--- config.mk ---
export PLATFORM = sky130hd
export DESIGN_NAME = sysctl_regs
export DESIGN_NICKNAME = d
export VERILOG_FILES = /design/src/rtl/sysctl_pkg.sv /design/src/rtl/sysctl_decode.sv /design/src/rtl/sysctl_ctrl_regs.sv /design/src/rtl/sysctl_rdmux.sv /design/src/rtl/sysctl_regs.sv
export SDC_FILE = /design/constraint.sdc
export NUM_CORES = 1
export LEC_CHECK = 0
export BUFFER_PORTS_ARGS = -buffer_cell sky130_fd_sc_hd__buf_4
export CAP_MARGIN = 0
export CORE_AREA = 2 2 71 73
export CTS_BUF_LIST = sky130_fd_sc_hd__clkbuf_4 sky130_fd_sc_hd__clkbuf_8
export DETAILED_ROUTE_END_ITERATION = 10
export DIE_AREA = 0 0 73 75
export PLACE_DENSITY_LB_ADDON = 0.2
export SYNTH_ARGS = -nofsm -noshare
export SYNTH_HDL_FRONTEND = slang
export SYNTH_SLANG_ARGS = --single-unit
--- constraint.sdc ---
create_clock -name clk_i -period 1.7 [get_ports clk_i]
set_input_delay 0.17 -clock clk_i [delete_from_list [all_inputs] [get_ports clk_i]]
set_output_delay 0.17 -clock clk_i [all_outputs]
set_load 0.01 [all_outputs]
--- src/rtl/sysctl_pkg.sv ---
package sysctl_pkg;
  localparam logic [15:0] P_SPECIAL = 16'h0092;
  localparam logic [15:0] P_CPUCFG  = 16'h0800;
  localparam logic [15:0] P_FEAT    = 16'h0802;
  localparam logic [15:0] P_STAT    = 16'h0803;
  localparam logic [15:0] P_LED     = 16'h0808;
  localparam logic [15:0] P_EQUIP   = 16'h080C;
  localparam logic [15:0] P_LOCK1   = 16'h0810;
  localparam logic [15:0] P_LOCK2   = 16'h0812;
  localparam logic [15:0] P_KEY     = 16'h0818;
  localparam logic [15:0] P_CACHE   = 16'h081C;
  localparam logic [15:0] P_L2      = 16'h0823;
  localparam logic [15:0] P_MAP     = 16'h0850;

  typedef enum logic [1:0] {SRC_CONST, SRC_CACHE, SRC_MAP, SRC_NONE} rd_src_e;

  typedef struct packed {
    logic special;
    logic led;
    logic lock1;
    logic lock2;
    logic cache;
    logic map_mode;
    logic ro_quiet;
  } wr_hit_t;
endpackage

--- src/rtl/sysctl_decode.sv ---
module sysctl_decode
  import sysctl_pkg::*;
#(
  parameter int unsigned ADDR_W = 16,
  parameter int unsigned DATA_W = 8
) (
  input  logic [ADDR_W-1:0] addr_i,
  output rd_src_e           rd_src_o,
  output logic [DATA_W-1:0] rd_const_o,
  output logic              rd_known_o,
  output wr_hit_t           wr_hit_o,
  output logic              wr_known_o
);
  localparam logic [DATA_W-1:0] ALL_ONES = '1;

  logic [15:0] a;
  assign a = 16'(addr_i);

  always_comb begin
    rd_src_o   = SRC_NONE;
    rd_const_o = ALL_ONES;
    unique case (a)
      P_SPECIAL: begin rd_src_o = SRC_CONST; rd_const_o = DATA_W'(8'h00); end
      P_CPUCFG:  begin rd_src_o = SRC_CONST; rd_const_o = DATA_W'(8'hEF); end
      P_FEAT:    begin rd_src_o = SRC_CONST; rd_const_o = DATA_W'(8'hAD); end
      P_STAT:    begin rd_src_o = SRC_CONST; rd_const_o = DATA_W'(8'hE0); end
      P_EQUIP:   begin rd_src_o = SRC_CONST; rd_const_o = DATA_W'(8'h3C); end
      P_LOCK1:   begin rd_src_o = SRC_CONST; rd_const_o = DATA_W'(8'h39); end
      P_KEY:     begin rd_src_o = SRC_CONST; rd_const_o = DATA_W'(8'h00); end
      P_L2:      begin rd_src_o = SRC_CONST; rd_const_o = DATA_W'(8'h03); end
      P_CACHE:   rd_src_o = SRC_CACHE;
      P_MAP:     rd_src_o = SRC_MAP;
      default:   ;
    endcase
  end

  assign rd_known_o = (rd_src_o != SRC_NONE);

  always_comb begin
    wr_hit_o          = '0;
    wr_hit_o.special  = (a == P_SPECIAL);
    wr_hit_o.led      = (a == P_LED);
    wr_hit_o.lock1    = (a == P_LOCK1);
    wr_hit_o.lock2    = (a == P_LOCK2);
    wr_hit_o.cache    = (a == P_CACHE);
    wr_hit_o.map_mode = (a == P_MAP);
    wr_hit_o.ro_quiet = (a == P_CPUCFG) || (a == P_FEAT) || (a == P_STAT);
  end

  assign wr_known_o = |wr_hit_o;
endmodule

--- src/rtl/sysctl_ctrl_regs.sv ---
module sysctl_ctrl_regs
  import sysctl_pkg::*;
#(
  parameter int unsigned DATA_W  = 8,
  parameter int unsigned CACHE_W = 4
) (
  input  logic               clk_i,
  input  logic               rst_ni,
  input  logic               wr_i,
  input  wr_hit_t            wr_hit_i,
  input  logic [DATA_W-1:0]  wdata_i,
  output logic               soft_rst_o,
  output logic               le_mode_o,
  output logic               disk_led_o,
  output logic [CACHE_W-1:0] cache_ctl_o,
  output logic               map_sparse_o,
  output logic               lock1_pulse_o,
  output logic               lock2_pulse_o
);
  always_ff @(posedge clk_i or negedge rst_ni) begin
    if (!rst_ni) begin
      soft_rst_o   <= 1'b0;
      le_mode_o    <= 1'b0;
      disk_led_o   <= 1'b0;
      cache_ctl_o  <= '0;
      map_sparse_o <= 1'b0;
    end else if (wr_i) begin
      if (wr_hit_i.special) begin
        soft_rst_o <= wdata_i[0];
        le_mode_o  <= wdata_i[1];
      end
      if (wr_hit_i.led)      disk_led_o   <= wdata_i[0];
      if (wr_hit_i.cache)    cache_ctl_o  <= wdata_i[CACHE_W-1:0];
      if (wr_hit_i.map_mode) map_sparse_o <= wdata_i[0];
    end
  end

  always_ff @(posedge clk_i or negedge rst_ni) begin
    if (!rst_ni) begin
      lock1_pulse_o <= 1'b0;
      lock2_pulse_o <= 1'b0;
    end else begin
      lock1_pulse_o <= wr_i && wr_hit_i.lock1;
      lock2_pulse_o <= wr_i && wr_hit_i.lock2;
    end
  end

  assert_soft_rst_follows_R1: assert property (@(posedge clk_i) disable iff (!rst_ni)
    (wr_i && wr_hit_i.special) |=> (soft_rst_o == $past(wdata_i[0])));

  assert_lock1_cause_R6: assert property (@(posedge clk_i) disable iff (!rst_ni)
    lock1_pulse_o |-> $past(wr_i && wr_hit_i.lock1));

  assert_lock_exclusive_R6: assert property (@(posedge clk_i) disable iff (!rst_ni)
    $onehot0({lock1_pulse_o, lock2_pulse_o}));

  assert_ro_write_inert_R8: assert property (@(posedge clk_i) disable iff (!rst_ni)
    (wr_i && !wr_hit_i.special && !wr_hit_i.led && !wr_hit_i.cache && !wr_hit_i.map_mode)
      |=> $stable({soft_rst_o, le_mode_o, disk_led_o, cache_ctl_o, map_sparse_o}));
endmodule

--- src/rtl/sysctl_rdmux.sv ---
module sysctl_rdmux
  import sysctl_pkg::*;
#(
  parameter int unsigned DATA_W  = 8,
  parameter int unsigned CACHE_W = 4
) (
  input  logic               clk_i,
  input  logic               rst_ni,
  input  logic               rd_i,
  input  rd_src_e            rd_src_i,
  input  logic [DATA_W-1:0]  rd_const_i,
  input  logic [CACHE_W-1:0] cache_ctl_i,
  input  logic               map_sparse_i,
  output logic [DATA_W-1:0]  rdata_o
);
  logic [DATA_W-1:0] rd_next;

  always_comb begin
    unique case (rd_src_i)
      SRC_CONST: rd_next = rd_const_i;
      SRC_CACHE: rd_next = DATA_W'(cache_ctl_i);
      SRC_MAP:   rd_next = DATA_W'(map_sparse_i);
      default:   rd_next = '1;
    endcase
  end

  always_ff @(posedge clk_i or negedge rst_ni) begin
    if (!rst_ni)   rdata_o <= '0;
    else if (rd_i) rdata_o <= rd_next;
  end

  assert_rdata_hold_R10: assert property (@(posedge clk_i) disable iff (!rst_ni)
    !rd_i |=> $stable(rdata_o));

  assert_cache_upper_zero_R4: assert property (@(posedge clk_i) disable iff (!rst_ni)
    (rd_i && rd_src_i == SRC_CACHE) |=> (rdata_o[DATA_W-1:CACHE_W] == '0));
endmodule

--- src/rtl/sysctl_regs.sv ---
module sysctl_regs
  import sysctl_pkg::*;
#(
  parameter int unsigned ADDR_W  = 16,
  parameter int unsigned DATA_W  = 8,
  parameter int unsigned CACHE_W = 4
) (
  input  logic               clk_i,
  input  logic               rst_ni,
  input  logic [ADDR_W-1:0]  addr_i,
  input  logic               wr_i,
  input  logic               rd_i,
  input  logic [DATA_W-1:0]  wdata_i,
  output logic [DATA_W-1:0]  rdata_o,
  output logic               soft_rst_o,
  output logic               le_mode_o,
  output logic               disk_led_o,
  output logic [CACHE_W-1:0] cache_ctl_o,
  output logic               map_sparse_o,
  output logic               lock1_pulse_o,
  output logic               lock2_pulse_o,
  output logic               decode_err_o
);
  rd_src_e           rd_src;
  logic [DATA_W-1:0] rd_const;
  logic              rd_known;
  wr_hit_t           wr_hit;
  logic              wr_known;

  sysctl_decode #(.ADDR_W(ADDR_W), .DATA_W(DATA_W)) u_decode (
    .addr_i    (addr_i),
    .rd_src_o  (rd_src),
    .rd_const_o(rd_const),
    .rd_known_o(rd_known),
    .wr_hit_o  (wr_hit),
    .wr_known_o(wr_known)
  );

  sysctl_ctrl_regs #(.DATA_W(DATA_W), .CACHE_W(CACHE_W)) u_ctrl (
    .clk_i        (clk_i),
    .rst_ni       (rst_ni),
    .wr_i         (wr_i),
    .wr_hit_i     (wr_hit),
    .wdata_i      (wdata_i),
    .soft_rst_o   (soft_rst_o),
    .le_mode_o    (le_mode_o),
    .disk_led_o   (disk_led_o),
    .cache_ctl_o  (cache_ctl_o),
    .map_sparse_o (map_sparse_o),
    .lock1_pulse_o(lock1_pulse_o),
    .lock2_pulse_o(lock2_pulse_o)
  );

  sysctl_rdmux #(.DATA_W(DATA_W), .CACHE_W(CACHE_W)) u_rdmux (
    .clk_i       (clk_i),
    .rst_ni      (rst_ni),
    .rd_i        (rd_i),
    .rd_src_i    (rd_src),
    .rd_const_i  (rd_const),
    .cache_ctl_i (cache_ctl_o),
    .map_sparse_i(map_sparse_o),
    .rdata_o     (rdata_o)
  );

  always_ff @(posedge clk_i or negedge rst_ni) begin
    if (!rst_ni) decode_err_o <= 1'b0;
    else         decode_err_o <= (rd_i && !rd_known) || (wr_i && !wr_known);
  end

  assert_err_has_access_R11: assert property (@(posedge clk_i) disable iff (!rst_ni)
    decode_err_o |-> $past(rd_i || wr_i));

  assert_lock2_one_cycle_R6: assert property (@(posedge clk_i) disable iff (!rst_ni)
    (lock2_pulse_o && !(wr_i && addr_i == ADDR_W'(P_LOCK2))) |=> !lock2_pulse_o);
endmodule

==> impl_metrics.py, run 1 <==
metrics = {
    "outcome": {
        "result_of_the_run": "complete, but fails checks",
        "failed_checks": "setup timing",
    },
    "synth": {
        "synth_top_cell_area_share_pct": 35.7,
        "synth_edf_count": 0,
        "ys_top_cells_by_area": "sky130_fd_sc_hd__dfrtp_1 (36%), sky130_fd_sc_hd__mux2_2 (6.8%), sky130_fd_sc_hd__nor2_1 (4.5%), sky130_fd_sc_hd__nand4_1 (3.3%), sky130_fd_sc_hd__nand2_1 (3.1%)",
        "synthesis.instances": 147,
        "asyncSetResetFlopFracSynth_pct": 100,
        "seq_area_frac_synth_pct": 35.7,
        "total_number_of_yosys_warnings": 0,
        "mappedNetlistArea_mm2": 0.00133,
        "postSynthRegisterBits": 19,
        "postSynth.topFlopCell": "sky130_fd_sc_hd__dfrtp_1",
        "number_of_distinct_library_cells_after_synthesis": 50,
        "syn_area_per_cell_um2": 9.06,
        "synth_nets": 178,
        "synth.largest_area_cell": "sky130_fd_sc_hd__dfrtp_1",
    },
    "critical_path": {
        "cp-startpoint": "addr_i[15]",
        "timing_worst_setup_path_type": "primary input to flip-flop",
        "critical_path_arrival_ns": 2.17,
        "critPathCapture": "u_rdmux.rdata_o[0]",
        "r2r_cells": 3,
        "crit_family": "simple AND/OR/NAND/NOR gates",
        "setup.worst_path.end_class": "flip-flop",
        "path_depth": 10,
        "worst_setup_path_start_kind": "primary input",
        "cp_data_required_time_ns": 1.83,
        "critical_path_buf_inv_count": 2,
        "rrSetupSlack_ns": 0.43,
        "r2r-start": "u_ctrl.map_sparse_o",
        "timing.critical_path.cells": "buf_6 > or4_4 > nor4_4 > nand2_2 > nor2_4 > inv_2 > ha_4 > a221o_1 > nor4b_2 > a31oi_1",
        "slowest_stage": "sky130_fd_sc_hd__or4_4",
        "worst_path_maximum_fanout": 3,
        "reg2reg_to": "u_rdmux.rdata_o[0]",
        "timing.critical_path.slowest_cell_delay_ns": 0.56,
    },
    "finish": {
        "mostFrequentLayoutCells": "sky130_fd_sc_hd__buf_4 (82), sky130_fd_sc_hd__dfrtp_1 (19), sky130_fd_sc_hd__nor2_1 (14)",
        "fillers": 437,
        "design.final.nets": 269,
        "seq_area_um2": 475,
        "synthToLayoutAreaGrowth_pct": 75.4,
        "layout-drive-gt1-share_pct": 57.4,
        "final_instance_count_without_filler_cells": 291,
        "multi_input_area_um2": 970,
        "final_core_util_pct": 50.1,
        "num_antenna_cells": 0,
        "most_common_cell_after_layout_fill_and_taps_aside": "sky130_fd_sc_hd__buf_4",
    },
    "global_route": {
        "vias_in_the_first_global_route": 1587,
        "grt_pass1_wl_mm": 7.70,
        "globalRoute.totalOverflow": 0,
        "largest_net_degree_at_the_start_of_global_routing": 20,
        "global_route.usage.total_pct": 18.5,
        "antenna_violations_before_repair": 0,
    },
    "flow_run": {
        "drv.max_cap_violation_count": 0,
    },
    "worst_hold_path": {
        "hp-start": "wdata_i[2]",
        "worstHoldPathType": "primary input to flip-flop",
    },
    "clock_network": {
        "cts-root-buf": "sky130_fd_sc_hd__clkbuf_8",
        "tritoncts_clock_tree": "yes",
        "clockBufferDepth": 2,
        "cts.sink_count": 19,
        "cts_htree_levels": 1,
        "clkTransAtPathRegs_ns": 0.08,
        "clk-insertion-delay-late_ns": 0.26,
        "tritoncts.num_buffers": 3,
    },
    "placed_design": {
        "count_of_input_and_output_buffers": 42,
        "place.detailed.instances": 279,
        "dpl_worst_slack_ns": -0.638,
        "routabilityCongestion": 0.862,
        "dpl.hpwl_mm": 3.79,
    },
    "sta": {
        "hold_viol_final": 0,
        "peak_freq_mhz": 490,
        "timing.final.max_slew_violations": 0,
        "final.setup_skew_ns": 0.00780,
        "post_layout_worst_setup_margin_ns": -0.339,
        "timing.final.crit_period_ns": 2.04,
        "rsz0062_at_grt": "true",
        "worst_slew_pin_slew_ns": 0.307,
        "post-route-period-util_pct": 120,
        "setup_viol_count_final": 12,
        "slew_headroom_pct": 79.4,
    },
    "drt": {
        "vias_per_cell": 5.30,
        "route.vias.total": 1543,
        "dr.pass1.iters": 4,
        "detailedRoute.firstIterationViolations": 80,
        "finalWirelength_mm": 4.83,
        "ant_nets": 0,
        "wl_per_cell_um": 16.6,
        "drc": 0,
    },
    "die": {
        "core_area_mm2": 0.00466,
        "design.die.area_mm2": 0.00548,
        "fp-row-count": 25,
        "floorplan.io_pins": 47,
        "die_width_um": 73,
        "initial_core_util_pct": 28.6,
        "fp.dieH_um": 75,
    },
    "power_and_ir_drop": {
        "worst_ir_drop_vdd_uv": 210,
        "cellPowerDensity_mw_per_mm2": 427,
        "power.static_leakage_nw": 1.06,
    },
}
area by class of cell:
cell class,count,area share (%)
inverter,4,0.643
clock inverter,1,0.214
tap,54,2.89
multi-input combinational,115,41.5
sequential,19,20.4
timing repair buffer,95,32.6
clock buffer,3,1.77
cell families after synthesis:
| kind of cell | synth area share (%) |
|---|---|
| XOR/XNOR | 0.658 |
| adder cells (fa/ha/maj) | 2.82 |
| buffers and inverters | 4.32 |
| flip-flops | 35.7 |
| multiplexers | 7.52 |
| AO/OA/AOI/OAI | 16.0 |
| AND/OR/NAND/NOR | 33.0 |
sequential cells by signal (all words and copies together), names as in the netlist:
signal	flops
u_ctrl.disk_led_o	1
u_ctrl.lock1_pulse_o	1
u_ctrl.le_mode_o	1
u_rdmux.rdata_o	8
decode_err_o	1
u_ctrl.lock2_pulse_o	1
u_ctrl.map_sparse_o	1
u_ctrl.cache_ctl_o	4
u_ctrl.soft_rst_o	1
worst min path at each step:
stage | endpoint | cells after the start
global route | u_ctrl.cache_ctl_o[2] | 2
global placement | u_ctrl.lock1_pulse_o | 1
floorplan | decode_err_o | 0
CTS | u_ctrl.cache_ctl_o[2] | 2
finish | u_ctrl.cache_ctl_o[2] | 2
detailed placement | u_rdmux.rdata_o[7] | 1
synthesized netlist by cell type, types with 2 or more instances:
master and number:
sky130_fd_sc_hd__clkbuf_1 7, sky130_fd_sc_hd__or3_1 3, sky130_fd_sc_hd__nor4_1 6, sky130_fd_sc_hd__a31oi_1 3
sky130_fd_sc_hd__dfrtp_1 19, sky130_fd_sc_hd__nand4_1 7, sky130_fd_sc_hd__a21oi_1 3, sky130_fd_sc_hd__mux2_2 8
sky130_fd_sc_hd__or4b_1 2, sky130_fd_sc_hd__o21ai_0 4, sky130_fd_sc_hd__ha_1 3, sky130_fd_sc_hd__nor3_1 4
sky130_fd_sc_hd__nand2b_1 2, sky130_fd_sc_hd__o211ai_1 3, sky130_fd_sc_hd__nand2_1 11, sky130_fd_sc_hd__nand3_1 6
sky130_fd_sc_hd__a41oi_1 2, sky130_fd_sc_hd__or3b_2 3, sky130_fd_sc_hd__inv_1 4, sky130_fd_sc_hd__or4_4 2
sky130_fd_sc_hd__nor2_1 16
metrics by stage:
stage	instance area [um^2]	TNS (ns)	hold WS, ns	power (mW)
global route	2330	-2.66	0.136	1.04
floorplan	1410	-3.01	-0.126	0.543
finish	2330	-1.91	0.134	0.996
CTS	2270	-1.74	0.133	0.997
detailed placement	2080	-7.16	0.0617	0.665
global placement	2080	-7.21	0.0481	0.661
per-layer routing:
metal | routed length, um | up-vias | GRT usage, %
met5 | 0 | - | 0
met4 | 144 | 0 | 7.41
met3 | 126 | 17 | 2.68
met2 | 2500 | 42 | 32.0
met1 | 2060 | 741 | 23.1
li1 | - | 743 | -
power breakdown:
group / internal (mW) / switching (mW) / total, mW
Clock: 0.163 / 0.158 / 0.322
Combinational: 0.111 / 0.107 / 0.218
Sequential: 0.455 / 0.00202 / 0.457
Total: 0.729 / 0.267 / 0.996
timing repair:
action	4_1_cts	5_1_grt
gates resized for setup	21	15
cloned	0	0
setup buffers	7	3
pin swaps	5	13
endpoints found under the setup margin	13	13
hold buffers	1	0
hold endpoints to repair	19	0
No activity file was read; power rests on OpenSTA's default activity.
==> inputs of run 2 (changes only) <==
--- a/config.mk
+++ b/config.mk
@@ -11,7 +11,9 @@
 export CTS_BUF_LIST = sky130_fd_sc_hd__clkbuf_4 sky130_fd_sc_hd__clkbuf_8
 export DETAILED_ROUTE_END_ITERATION = 10
 export DIE_AREA = 0 0 73 75
+export MAX_ROUTING_LAYER = met4
 export PLACE_DENSITY_LB_ADDON = 0.2
+export SETUP_SLACK_MARGIN = 0.02
 export SYNTH_ARGS = -nofsm -noshare
 export SYNTH_HDL_FRONTEND = slang
 export SYNTH_SLANG_ARGS = --single-unit
==> impl_metrics.py, run 2 (synthesis results as in run 1) <==
metrics = {
    "critical_path": {
        "cp-startpoint": "addr_i[15]",
        "reg2reg_to": "u_rdmux.rdata_o[0]",
        "cp_data_required_time_ns": 1.84,
        "worst_path_maximum_fanout": 3,
        "critical_path_arrival_ns": 2.14,
        "r2r_cells": 3,
        "timing_worst_setup_path_type": "primary input to flip-flop",
        "critPathCapture": "u_rdmux.rdata_o[0]",
        "r2r-start": "u_ctrl.map_sparse_o",
        "setup.worst_path.end_class": "flip-flop",
        "rrSetupSlack_ns": 0.48,
        "worst_setup_path_start_kind": "primary input",
    },
    "outcome": {
        "result_of_the_run": "complete, but fails checks",
        "failed_checks": "setup timing",
    },
    "die": {
        "fp.dieH_um": 75,
        "core_area_mm2": 0.00466,
        "die_width_um": 73,
        "floorplan.io_pins": 47,
        "initial_core_util_pct": 28.6,
        "fp-row-count": 25,
        "design.die.area_mm2": 0.00548,
    },
    "finish": {
        "mostFrequentLayoutCells": "sky130_fd_sc_hd__buf_4 (82), sky130_fd_sc_hd__dfrtp_1 (19), sky130_fd_sc_hd__nor2_1 (14)",
        "num_antenna_cells": 0,
        "final_core_util_pct": 49.2,
        "fillers": 441,
        "most_common_cell_after_layout_fill_and_taps_aside": "sky130_fd_sc_hd__buf_4",
        "largest_register_ff_count": 8,
        "synthToLayoutAreaGrowth_pct": 72.2,
        "fin_area_mm2": 0.00229,
        "reg_top3": "u_rdmux.rdata_o x8, u_ctrl.cache_ctl_o x4",
        "design.final.nets": 266,
        "layout-drive-gt1-share_pct": 56.4,
        "largest_register": "u_rdmux.rdata_o",
    },
    "global_route": {
        "grt_pass1_wl_mm": 7.49,
        "global_route.usage.total_pct": 18.3,
        "vias_in_the_first_global_route": 1551,
        "globalRoute.totalOverflow": 0,
        "antenna_violations_before_repair": 0,
        "grt-busiest-layer": "met2",
        "grtUsageMet1_pct": 23.0,
        "globalRouteMet3Util_pct": 1.61,
        "use_met2_pct": 31.7,
        "largest_net_degree_at_the_start_of_global_routing": 20,
    },
    "sta": {
        "post-route-period-util_pct": 118,
        "hold_viol_final": 0,
        "setup_viol_count_final": 16,
        "timing.final.max_slew_violations": 0,
        "rsz0062_at_grt": "true",
        "final.setup_skew_ns": 0.000869,
        "post_layout_worst_setup_margin_ns": -0.299,
        "peak_freq_mhz": 500,
        "worst_slew_pin_slew_ns": 0.416,
        "timing.final.crit_period_ns": 2.00,
        "slew_headroom_pct": 72.0,
    },
    "drt": {
        "route.vias.total": 1545,
        "wl_per_cell_um": 16.1,
        "ant_nets": 0,
        "finalWirelength_mm": 4.65,
        "dr.pass1.iters": 4,
        "drc": 0,
        "detailedRoute.firstIterationViolations": 112,
        "vias_per_cell": 5.36,
    },
    "power_and_ir_drop": {
        "comb_power_share_pct": 22.1,
        "netSwitchingPower_uw": 260,
        "p_int_uw": 727,
        "power.total_uw": 988,
        "p_sw_share_pct": 26.4,
        "worst_ir_drop_vdd_uv": 208,
        "share_clk_of_total_power_pct": 31.6,
        "cellPowerDensity_mw_per_mm2": 431,
        "power.static_leakage_nw": 1.05,
        "sequentialPowerShare_pct": 46.2,
    },
    "clock_network": {
        "clockBufferDepth": 2,
        "tritoncts_clock_tree": "yes",
        "cts.sink_count": 19,
        "clk-insertion-delay-late_ns": 0.25,
        "cts-root-buf": "sky130_fd_sc_hd__clkbuf_8",
        "tritoncts.num_buffers": 3,
        "cts_htree_levels": 1,
        "clkTransAtPathRegs_ns": 0.07,
    },
    "placed_design": {
        "dpl.hpwl_mm": 3.63,
        "count_of_input_and_output_buffers": 42,
        "placed_area_mm2": 0.00206,
        "routabilityCongestion": 0.872,
    },
    "worst_hold_path": {
        "worstHoldPathType": "primary input to flip-flop",
    },
    "flow_run": {
        "drv.max_cap_violation_count": 0,
    },
}
## run 2: layer usage
metal | part of all wire [%] | vias up | wire length [um]
met3 | 5.8 | 0 | 271
met1 | 42 | 745 | 1950
met5 | 0 | - | 0
met2 | 52 | 58 | 2430
li1 | - | 742 | -
met4 | 0 | 0 | 0
## run 2: how the worst min path moves through the flow
stage,from,depth (start not counted),slack (ns),endpoint
after floorplan,rst_ni,0,-0.13,decode_err_o
after global placement,rst_ni,1,0.05,u_ctrl.lock1_pulse_o
after detailed placement,rst_ni,1,0.05,u_rdmux.rdata_o[4]
after CTS,wdata_i[2],2,0.14,u_ctrl.cache_ctl_o[2]
after global routing,wdata_i[2],2,0.14,u_ctrl.cache_ctl_o[2]
final,wdata_i[2],2,0.15,u_ctrl.cache_ctl_o[2]
## run 2: cell type report
class	instances	area (um^2)	share of cell area, %
multi-input combinational	115	961	41.9
timing repair buffer	92	727	31.7
sequential	19	475	20.7
tap	54	67.6	2.95
clock buffer	3	41.3	1.80
inverter	4	15.0	0.655
clock inverter	1	5.00	0.218
## run 2: critical path: stages
cell	delay (ns)
sky130_fd_sc_hd__buf_6	0.09
sky130_fd_sc_hd__or4_4	0.56
sky130_fd_sc_hd__nor4_4	0.17
sky130_fd_sc_hd__nand2_1	0.11
sky130_fd_sc_hd__nor2_2	0.14
sky130_fd_sc_hd__inv_1	0.07
sky130_fd_sc_hd__ha_2	0.18
sky130_fd_sc_hd__a221o_1	0.32
sky130_fd_sc_hd__nor4b_2	0.22
sky130_fd_sc_hd__a31oi_1	0.10
## run 2: stage by stage
stage | setup TNS, ns | setup WS, ns | std cells | hold slack, ns
CTS | -1.91 | -0.306 | 284 | 0.142
finish | -1.87 | -0.299 | 288 | 0.145
detailed placement | -7.11 | -0.628 | 277 | 0.0528
global placement | -7.21 | -0.622 | 277 | 0.0487
global route | -2.85 | -0.480 | 288 | 0.138
floorplan | -3.01 | -0.543 | 147 | -0.126
## run 2: power by group through the flow
stage | sequential (mW) | combinational, mW | clock, mW
global placement | 0.465 | 0.197 | 0
finish | 0.456 | 0.219 | 0.313
floorplan | 0.467 | 0.0767 | 0
detailed placement | 0.465 | 0.198 | 0
CTS | 0.456 | 0.208 | 0.323
global route | 0.457 | 0.235 | 0.342
## run 2: repair_timing
action                     CTS  global route
setup endpoints to repair   13            17
setup buffers                2             4
hold buffers                 1             0
resized for setup           17            12
hold endpoints to repair    19             0
pin swaps                    8            12
cloned                       0             0
==> inputs of run 3 (changes only) <==
--- a/config.mk
+++ b/config.mk
@@ -11,7 +11,6 @@
 export CTS_BUF_LIST = sky130_fd_sc_hd__clkbuf_4 sky130_fd_sc_hd__clkbuf_8
 export DETAILED_ROUTE_END_ITERATION = 10
 export DIE_AREA = 0 0 73 75
-export MAX_ROUTING_LAYER = met4
 export PLACE_DENSITY_LB_ADDON = 0.2
 export SETUP_SLACK_MARGIN = 0.02
 export SYNTH_ARGS = -nofsm -noshare
==> impl_metrics.py, run 3 (synthesis results as in run 1) <==
metrics = {
    "critical_path": {
        "setup.worst_path.end_class": "flip-flop",
        "crit_family": "simple AND/OR/NAND/NOR gates",
        "critPathMostFrequentCell": "sky130_fd_sc_hd__buf_6",
        "cp_data_required_time_ns": 1.83,
        "timing_worst_setup_path_type": "primary input to flip-flop",
        "critical_path_buf_inv_count": 2,
        "worst_path_maximum_fanout": 3,
        "path_depth": 9,
        "critical_path_arrival_ns": 2.18,
        "r2r_cells": 3,
        "slowest_stage": "sky130_fd_sc_hd__or4_4",
        "timing.critical_path.cells": "buf_6 > or4_4 > buf_6 > nor3_4 > nand4_1 > ha_1 > a221o_1 > nor4b_2 > a31oi_1",
        "rrSetupSlack_ns": 0.43,
        "timing.critical_path.slowest_cell_delay_ns": 0.56,
        "worst_setup_path_start_kind": "primary input",
    },
    "power_and_ir_drop": {
        "netSwitchingPower_uw": 268,
        "cellPowerDensity_mw_per_mm2": 426,
        "p_sw_share_pct": 26.9,
        "sequentialPowerShare_pct": 45.8,
        "share_clk_of_total_power_pct": 32.3,
        "worst_ir_drop_vdd_uv": 212,
        "power.static_leakage_nw": 1.07,
        "p_int_uw": 729,
        "comb_power_share_pct": 21.9,
    },
    "sta": {
        "worst_slew_pin_slew_ns": 0.323,
        "post-route-period-util_pct": 120,
        "timing.final.max_slew_violations": 0,
        "final.hold.worst_slack_ns": 0.134,
        "sum_neg_setup_slack_ns": -2.01,
        "timing.final.crit_period_ns": 2.04,
        "final.setup_skew_ns": 0.00853,
        "setup_viol_count_final": 12,
        "peak_freq_mhz": 489,
        "slew_headroom_pct": 78.4,
        "post_layout_worst_setup_margin_ns": -0.345,
        "rsz0062_at_grt": "true",
        "hold_viol_final": 0,
    },
    "clock_network": {
        "clkTransAtPathRegs_ns": 0.08,
        "tritoncts_clock_tree": "yes",
        "clk-insertion-delay-late_ns": 0.26,
        "tritoncts.num_buffers": 3,
        "cts_htree_levels": 1,
        "cts.sink_count": 19,
        "cts-root-buf": "sky130_fd_sc_hd__clkbuf_8",
        "clockBufferDepth": 2,
    },
    "finish": {
        "layout-drive-gt1-share_pct": 57.6,
        "design.final.nets": 270,
        "reg_top3": "u_rdmux.rdata_o x8, u_ctrl.cache_ctl_o x4",
        "largest_register": "u_rdmux.rdata_o",
        "synthToLayoutAreaGrowth_pct": 75.9,
        "mostFrequentLayoutCells": "sky130_fd_sc_hd__buf_4 (83), sky130_fd_sc_hd__dfrtp_1 (19), sky130_fd_sc_hd__nor2_1 (14)",
        "num_antenna_cells": 0,
        "fillers": 438,
        "largest_register_ff_count": 8,
        "most_common_cell_after_layout_fill_and_taps_aside": "sky130_fd_sc_hd__buf_4",
    },
    "global_route": {
        "grt_pass1_wl_mm": 7.70,
        "vias_in_the_first_global_route": 1587,
        "largest_net_degree_at_the_start_of_global_routing": 20,
        "globalRoute.totalOverflow": 0,
        "antenna_violations_before_repair": 0,
        "global_route.usage.total_pct": 18.5,
    },
    "drt": {
        "dr.pass1.iters": 4,
        "detailedRoute.firstIterationViolations": 68,
        "vias_per_cell": 5.30,
        "finalWirelength_mm": 4.91,
        "drc": 0,
        "wl_per_cell_um": 16.8,
        "ant_nets": 0,
        "route.vias.total": 1549,
    },
    "placed_design": {
        "count_of_input_and_output_buffers": 42,
        "dpl.hpwl_mm": 3.79,
        "routabilityCongestion": 0.862,
    },
    "die": {
        "fp-row-count": 25,
        "design.die.area_mm2": 0.00548,
        "floorplan.io_pins": 47,
        "initial_core_util_pct": 28.6,
        "fp.dieH_um": 75,
        "die_width_um": 73,
        "core_area_mm2": 0.00466,
    },
    "outcome": {
        "failed_checks": "setup timing",
        "result_of_the_run": "complete, but fails checks",
    },
    "worst_hold_path": {
        "worstHoldPathType": "primary input to flip-flop",
        "whs_path_depth": 2,
    },
    "flow_run": {
        "drv.max_cap_violation_count": 0,
    },
}
-- run 3: stage by stage --
stage                     utilization [%]  cells  setup WS (ns)  total power, mW  area [um^2]
after detailed placement             44.5    279         -0.638            0.665         2080
after CTS                            48.6    291         -0.335            0.997         2270
final                                50.3    292         -0.345            0.997         2340
after floorplan                         -    147         -0.543            0.543         1410
after global routing                 50.3    292         -0.481             1.04         2340
after global placement               44.5    279         -0.622            0.661         2080
-- run 3: cell type report --
cell class	instances	area (um^2)	area share, %
clock buffer	3	41.3	1.76
multi-input combinational	115	970	41.4
timing repair buffer	96	768	32.8
clock inverter	1	5.00	0.214
sequential	19	475	20.3
inverter	4	15.0	0.641
tap	54	67.6	2.88
-- run 3: path summary, 6_finish.rpt --
path                                     start                    end
setup / recovery                    addr_i[15]     u_rdmux.rdata_o[0]
hold reg to reg             u_rdmux.rdata_o[7]     u_rdmux.rdata_o[7]
max in group asynchronous               rst_ni     u_rdmux.rdata_o[0]
hold / removal                      wdata_i[2]  u_ctrl.cache_ctl_o[2]
min in group asynchronous               rst_ni     u_rdmux.rdata_o[1]
setup reg to reg           u_ctrl.map_sparse_o     u_rdmux.rdata_o[0]
-- run 3: power by group through the flow --
stage	Combinational [mW]	Clock [mW]	Sequential, mW
4_1_cts	0.211	0.329	0.457
2_1_floorplan	0.0767	0	0.467
5_1_grt	0.237	0.346	0.457
6_report	0.218	0.322	0.457
3_5_place_dp	0.199	0	0.466
3_3_place_gp	0.196	0	0.465
-- run 3: worst reg2reg max path, cell delays in order, from the launching register on --
cell                      delay, ns
sky130_fd_sc_hd__dfrtp_1       0.42
sky130_fd_sc_hd__a221o_1       0.39
sky130_fd_sc_hd__nor4b_2       0.23
sky130_fd_sc_hd__a31oi_1       0.11
-- run 3: layer usage --
metal | vias up | track usage, % | routed length [um]
met5 | - | 0 | 0
li1 | 744 | - | -
met3 | 16 | 2.68 | 138
met4 | 0 | 7.41 | 134
met1 | 746 | 23.1 | 2100
met2 | 43 | 32.0 | 2530
-- run 3: timing repair --
action / CTS / global route
hold buffers: 1 / 0
gates resized for setup: 21 / 15
setup endpoints to repair: 13 / 13
buffers inserted: 7 / 4
pin swaps: 5 / 14
hold endpoints to repair: 19 / 0
